$ cat config.mk
export PLATFORM = sky130hd
export DESIGN_NAME = sysctl_csr
export DESIGN_NICKNAME = d
export VERILOG_FILES = /design/src/rtl/sysctl_pkg.sv /design/src/rtl/sysctl_ctrl.sv /design/src/rtl/sysctl_dp.sv /design/src/rtl/sysctl_csr.sv
export SDC_FILE = /design/constraint.sdc
export NUM_CORES = 1
export LEC_CHECK = 0
export ABC_AREA = 1
export ABC_CLOCK_PERIOD_IN_PS = 800
export BUFFER_PORTS_ARGS = -buffer_cell sky130_fd_sc_hd__buf_2
export CAP_MARGIN = 20
export CORE_MARGIN = 2
export CORE_UTILIZATION = 32
export DETAILED_ROUTE_END_ITERATION = 10
export MAX_ROUTING_LAYER = met4
export PLACE_DENSITY_LB_ADDON = 0.1
export SLEW_MARGIN = 15
export SYNTH_ARGS = -nofsm -noshare
export SYNTH_HDL_FRONTEND = slang
export SYNTH_SLANG_ARGS = --single-unit
$ cat constraint.sdc
create_clock -name clk -period 0.8 [get_ports clk]
set_input_delay 0.2 -clock clk [delete_from_list [all_inputs] [get_ports clk]]
set_output_delay 0.2 -clock clk [all_outputs]
set_load 0.01 [all_outputs]
$ cat src/rtl/sysctl_pkg.sv
package sysctl_pkg;
  localparam int VID_POS  = 0;
  localparam int MEM_POS  = 1;
  localparam int TX_POS   = 2;
  localparam int PAR_POS  = 3;
  localparam int PASS_POS = 4;
  localparam int CT_POS   = 5;
  localparam int JMP_POS  = 6;
  localparam int CMP_LSB  = 7;
  localparam int CMP_W    = 3;

  typedef struct packed {
    logic ctrlLoad;
    logic clrVid;
    logic clrMem;
    logic setVid;
    logic setMem;
    logic cmpLoad;
  } strobe_t;
endpackage

$ cat src/rtl/sysctl_ctrl.sv
module sysctl_ctrl
  import sysctl_pkg::*;
#(
  parameter int DATA_W = 16
) (
  input  logic              wrEn,
  input  logic [DATA_W-1:0] wrData,
  input  logic              region1Pulse,
  input  logic              region2Pulse,
  input  logic              busWrTimeout,
  output strobe_t           strobe
);
  always_comb begin
    strobe.ctrlLoad = wrEn;
    strobe.clrVid   = wrEn && wrData[VID_POS];
    strobe.clrMem   = wrEn && wrData[MEM_POS];
    strobe.setVid   = region2Pulse;
    strobe.setMem   = busWrTimeout;
    strobe.cmpLoad  = region1Pulse;
  end
endmodule

$ cat src/rtl/sysctl_dp.sv
module sysctl_dp
  import sysctl_pkg::*;
#(
  parameter int DATA_W = 16,
  parameter int LED_W  = 4
) (
  input  logic              clk,
  input  logic              rstN,
  input  strobe_t           strobe,
  input  logic [DATA_W-1:0] wrData,
  input  logic [CMP_W-1:0]  cmpIn,
  input  logic              cursorTest,
  input  logic              mfgJumper,
  output logic [DATA_W-1:0] rdData,
  output logic [LED_W-1:0]  ledN,
  output logic              txDisable,
  output logic              parityDisable,
  output logic              selfTestPass,
  output logic              irq
);
  localparam int LED_LSB = DATA_W - LED_W;

  logic [LED_W-1:0] ledReg;
  logic             txReg, parReg, passReg;
  logic             vidReg, memReg, irqReg;
  logic [CMP_W-1:0] cmpReg;

  always_ff @(posedge clk) begin
    if (!rstN) begin
      ledReg  <= '0;
      txReg   <= 1'b0;
      parReg  <= 1'b0;
      passReg <= 1'b0;
    end else if (strobe.ctrlLoad) begin
      ledReg  <= wrData[LED_LSB +: LED_W];
      txReg   <= wrData[TX_POS];
      parReg  <= wrData[PAR_POS];
      passReg <= wrData[PASS_POS];
    end
  end

  always_ff @(posedge clk) begin
    if (!rstN) begin
      vidReg <= 1'b0;
      memReg <= 1'b0;
      irqReg <= 1'b0;
    end else begin
      vidReg <= strobe.setVid | (vidReg & ~strobe.clrVid);
      memReg <= strobe.setMem | (memReg & ~strobe.clrMem);
      irqReg <= vidReg | memReg;
    end
  end

  always_ff @(posedge clk) begin
    if (!rstN)               cmpReg <= '0;
    else if (strobe.cmpLoad) cmpReg <= cmpIn;
  end

  always_comb begin
    rdData                    = '0;
    rdData[VID_POS]           = vidReg;
    rdData[MEM_POS]           = memReg;
    rdData[TX_POS]            = txReg;
    rdData[PAR_POS]           = parReg;
    rdData[PASS_POS]          = passReg;
    rdData[CT_POS]            = cursorTest;
    rdData[JMP_POS]           = mfgJumper;
    rdData[CMP_LSB +: CMP_W]  = cmpReg;
  end

  assign ledN          = ledReg;
  assign txDisable     = txReg;
  assign parityDisable = parReg;
  assign selfTestPass  = passReg;
  assign irq           = irqReg;

  p_event_wins_r6: assert property (@(posedge clk) disable iff (!rstN)
    strobe.setVid |=> rdData[VID_POS]);
  p_clear_mem_r5: assert property (@(posedge clk) disable iff (!rstN)
    (strobe.clrMem && !strobe.setMem) |=> !rdData[MEM_POS]);
  p_irq_follows_r7: assert property (@(posedge clk) disable iff (!rstN)
    (rdData[VID_POS] || rdData[MEM_POS]) |=> irq);
  p_irq_drops_r7: assert property (@(posedge clk) disable iff (!rstN)
    (!rdData[VID_POS] && !rdData[MEM_POS]) |=> !irq);
  p_cmp_hold_r8: assert property (@(posedge clk) disable iff (!rstN)
    !strobe.cmpLoad |=> $stable(rdData[CMP_LSB +: CMP_W]));
  p_ctrl_hold_r2: assert property (@(posedge clk) disable iff (!rstN)
    !strobe.ctrlLoad |=> ($stable(ledN) && $stable(txDisable)));
endmodule

$ cat src/rtl/sysctl_csr.sv
module sysctl_csr
  import sysctl_pkg::*;
#(
  parameter int DATA_W = 16,
  parameter int LED_W  = 4
) (
  input  logic              clk,
  input  logic              rstN,
  input  logic              wrEn,
  input  logic [DATA_W-1:0] wrData,
  output logic [DATA_W-1:0] rdData,
  input  logic              region1Pulse,
  input  logic              region2Pulse,
  input  logic              busWrTimeout,
  input  logic              cmpRgtB,
  input  logic              cmpRgtG,
  input  logic              cmpBgtG,
  input  logic              cursorTest,
  input  logic              mfgJumper,
  output logic [LED_W-1:0]  ledN,
  output logic              txDisable,
  output logic              parityDisable,
  output logic              selfTestPass,
  output logic              irq
);
  strobe_t strobe;

  sysctl_ctrl #(.DATA_W(DATA_W)) u_ctrl (
    .wrEn(wrEn), .wrData(wrData), .region1Pulse(region1Pulse),
    .region2Pulse(region2Pulse), .busWrTimeout(busWrTimeout), .strobe(strobe)
  );

  sysctl_dp #(.DATA_W(DATA_W), .LED_W(LED_W)) u_dp (
    .clk(clk), .rstN(rstN), .strobe(strobe), .wrData(wrData),
    .cmpIn({cmpBgtG, cmpRgtG, cmpRgtB}), .cursorTest(cursorTest),
    .mfgJumper(mfgJumper), .rdData(rdData), .ledN(ledN),
    .txDisable(txDisable), .parityDisable(parityDisable),
    .selfTestPass(selfTestPass), .irq(irq)
  );
endmodule

Yosys cells after proc, flatten, opt, wreduce, memory -nomap -nowiden

Cells that the tools add are included.

Output and inout bits: 24
Flip-flop bits (word level): 13
Input bits: 27
Logic and storage cells: 17

Bitwise gates (word level): 7
Reductions and logical operators: 2

Operators with widths:

| kind              | count |
|---|---|
| $or 1x1->1        | 3 |
| $and 1x1->1       | 2 |
| $logic_and 1x1->1 | 2 |
| $not 1->1         | 2 |

Depth between registers and ports, before layout

Word-level depth: 4
Mapped depth: 4
Mapped depth without buffers: 3

By module

A second synthesis with hierarchy kept.

Cells, all modules: 79
Area total of the unflattened synthesis: 588.1 um^2

By module, submodules not included:

| module      | sequential area each (um^2) | times used | area an instance (um^2) | cells an instance |
|---|---|---|---|---|
| sysctl_dp   | 260.2                       | 1          | 543.0                   | 71 |
| sysctl_ctrl | 0.0                         | 1          | 45.0                    | 8 |

Worst setup path before layout

Ideal clock, no wire load.

Kind: reg-to-output
From: reg u_dp.txReg (netlist: u_dp.txDisable)
To: out rdData[2]
Required time: 0.600 ns
Arrival time: 0.508 ns
Path buffers: 1
Stages on the path, launching flop included: 2
Setup slack: 0.092 ns
Cell sequence: dfxtp_1 > buf_4

RTL lines:

| element                | RTL line         | text |
|---|---|---|
| start, declared        | sysctl_dp.sv:24  | `logic txReg, parReg, passReg;` |
| start signal, assigned | sysctl_dp.sv:36  | `txReg <= wrData[TX_POS];` |
| end, declared          | sysctl_csr.sv:11 | `output logic [DATA_W-1:0] rdData,` |

No word-level cell between the ends.

Final worst setup path

From: reg u_dp.passReg (netlist: u_dp.selfTestPass)
To: out rdData[4]

RTL lines:

| element                | RTL line        | text |
|---|---|---|
| start, declared        | sysctl_dp.sv:24 |  |
| start signal, assigned | sysctl_dp.sv:38 | `passReg <= wrData[PASS_POS];` |

No word-level cell between the ends.

==> impl_metrics.json <==
{
  "grt_pass1_vias": 398,
  "die_w_um": 46.0,
  "setup_ws_ns": -0.129,
  "ant_nets": 0,
  "grt_max_degree": 12,
  "status": "complete, but fails checks",
  "postSynthAreaPerCell_um2": 7.84,
  "p_leak_nw": 0.422,
  "path_buf_inv": 1,
  "min_period_ns": 0.929,
  "async_flop_share_pct": 0,
  "place_inst": 112,
  "r2r_end": "u_dp.selfTestPass",
  "htree_levels": 1,
  "grt_overflow_total": 0,
  "synth_edf_count": 0,
  "clk_pin_slew_worst_paths_ns": 0.08,
  "final.setup.tns_ns": -1.88,
  "final_cells": 119,
  "crit_path_start": "u_dp.selfTestPass",
  "detail_route.wl_per_cell_um": 9.68,
  "endpoint": "rdData[4]",
  "ff2ff_setup_slack_ns": 0.09,
  "yosys.area.top_type": "dfxtp_1",
  "synth-seq-cells": 13,
  "critPathSlowestCell": "dfxtp_2",
  "power_density_nw_per_um2": 1770,
  "setup_viol": 16,
  "drt-pass1-iter-count": 3,
  "cts.sinks": 13,
  "gp_congestion": 0.625,
  "slowest_delay_ns": 0.36,
  "core_um2": 1690,
  "start_kind": "register",
  "yosys.area.top_type_share_pct": 46.1,
  "synth_common_cells": "nor2_1, buf_4, dfxtp_1",
  "drc": 0,
  "syn2layout_area_growth_pct": 43.7,
  "synth_area_leaders": "dfxtp_1, buf_4, nor2_1",
  "cp.depth": 1,
  "max-cap-violations": 0,
  "final_area_um2": 811,
  "cp_cell_sequence": "buf_6",
  "routed_wl_um": 1150,
  "antenna_found_initial": 0,
  "vias_per_cell": 4.25,
  "cp_max_fo": 3,
  "maxSlewViolCount": 0,
  "place_hpwl_um": 806,
  "final_nets": 130,
  "rsz0062_at_grt": "true",
  "ys_seq_area_share_pct": 46.1,
  "cts_buffer_depth": 2,
  "hold_path_class": "input pin to register",
  "drive_gt1_share_pct": 52.9,
  "final_util_pct": 48.0,
  "syn_inst": 72,
  "initial_core_util_pct": 33.4,
  "cts-buffers-inserted": 3,
  "portBuffers": 33,
  "r2r_start": "u_dp.selfTestPass",
  "num_rows": 15,
  "hold_violations": 0,
  "dp_slack_ns": 0.0292,
  "insertion_delay_ns": 0.27,
  "arrival_ns": 0.73,
  "synth.most_common_cell": "nor2_1",
  "netlist_area_um2": 564,
  "worstSetupEndpointType": "output port",
  "timing.clock.skew_ns": 0.000128,
  "finalCritPeriodShare_pct": 116,
  "peakVddDrop_v": 0.000701,
  "fmax_ghz": 1.08,
  "n_fill_cell": 175,
  "crit_family": "flip-flops",
  "ys_warn_count": 0,
  "ios": 51,
  "dieArea_um2": 2120,
  "dpl-instance-area_um2": 653,
  "grt_pass1_wl_um": 1660,
  "crit_required_ns": 0.60,
  "vias": 506,
  "reg2regPathDepth": 3,
  "cts_tree": "yes",
  "critPathKind": "register to output port",
  "synth_flop_cell": "dfxtp_1",
  "detail_route.iter0.violations": 5,
  "die_h_um": 46.0,
  "root_buffer": "clkbuf_4",
  "violations": "negative setup slack",
  "antenna_cells": 0,
  "grt_use_total_pct": 12.0,
  "yosysUniqueCellTypes": 12
}
## metrics by stage
stage	power [W]	hold WS (ns)
after detailed placement	0.000954	0.400
after global placement	0.000952	0.400
final	0.00143	0.148
after floorplan	0.000907	0.332
after global routing	0.00152	0.142
after CTS	0.00144	0.136
## cells by family (layout without fill, tap and decap cells)
logic type	Yosys count	count (layout)	share of synthesized area, %
compound gates	12	12	10.6
simple gates	26	26	18.2
flops	13	13	46.1
other cells	1	6	0.665
buf+inv	20	45	24.4
## routing by layer
| metal | global-route usage, % | vias to the layer above | routed length [µm] |
|---|---|---|---|
| met1 | 15.3 | 217 | 545 |
| met3 | 5.16 | 0 | 87 |
| met2 | 15.3 | 26 | 520 |
| li1 | - | 263 | - |
| met5 | - | - | 0 |
| met4 | 6.86 | 0 | 0 |
## worst min path at each step
stage            startpoint                end  slack [ns]  depth (start not counted)
6_report          wrData[4]  u_dp.selfTestPass        0.15                          3
5_1_grt          wrData[14]       u_dp.ledN[2]        0.14                          3
4_1_cts             cmpBgtG     u_dp.cmpReg[2]        0.14                          3
3_5_place_dp      mfgJumper          rdData[6]        0.40                          0
3_3_place_gp      mfgJumper          rdData[6]        0.40                          0
2_1_floorplan  busWrTimeout        u_dp.memReg        0.33                          2
## flip-flops by register name, indices dropped and copies added (netlist names)
name / cells
u_dp.ledN: 4
u_dp.cmpReg: 3
u_dp.irq: 1
u_dp.memReg: 1
u_dp.parityDisable: 1
u_dp.selfTestPass: 1
u_dp.txDisable: 1
u_dp.vidReg: 1
## cells in the final DEF, fill, tap and decap left out
cell	Yosys	routed
nand2_1	2	2
buf_6	1	15
inv_1	4	4
o21ai_1	9	9
inv_4	1	1
clkbuf_1	0	1
nor2_1	22	22
a21oi_1	2	2
nand2_2	2	2
buf_2	0	18
buf_4	14	3
dfxtp_1	13	1
conb_1	1	6
o21ai_0	1	1
dfxtp_2	0	12
clkbuf_4	0	3
## cell type report
class / count / area [µm²] / share of cell area, %
Timing Repair Buffer: 36 / 282 / 34.7
Sequential cell: 13 / 275 / 34.0
Multi-Input combinational cell: 44 / 185 / 22.8
Tap cell: 17 / 21.3 / 2.62
Inverter: 5 / 21.3 / 2.62
Clock buffer: 4 / 26.3 / 3.24
## power breakdown
| part | leakage [nW] | switching, W | internal [W] |
|---|---|---|---|
| Sequential | 0.112 | 0.0000338 | 0.000702 |
| Clock | 0.0150 | 0.000208 | 0.000193 |
| Combinational | 0.295 | 0.000131 | 0.000164 |
## what timing repair did
action,in CTS,in global routing
resized for setup,21,6
setup endpoints to repair,16,16
hold buffers,0,0
setup buffers,3,0
(Power assumes the default switching activity.)
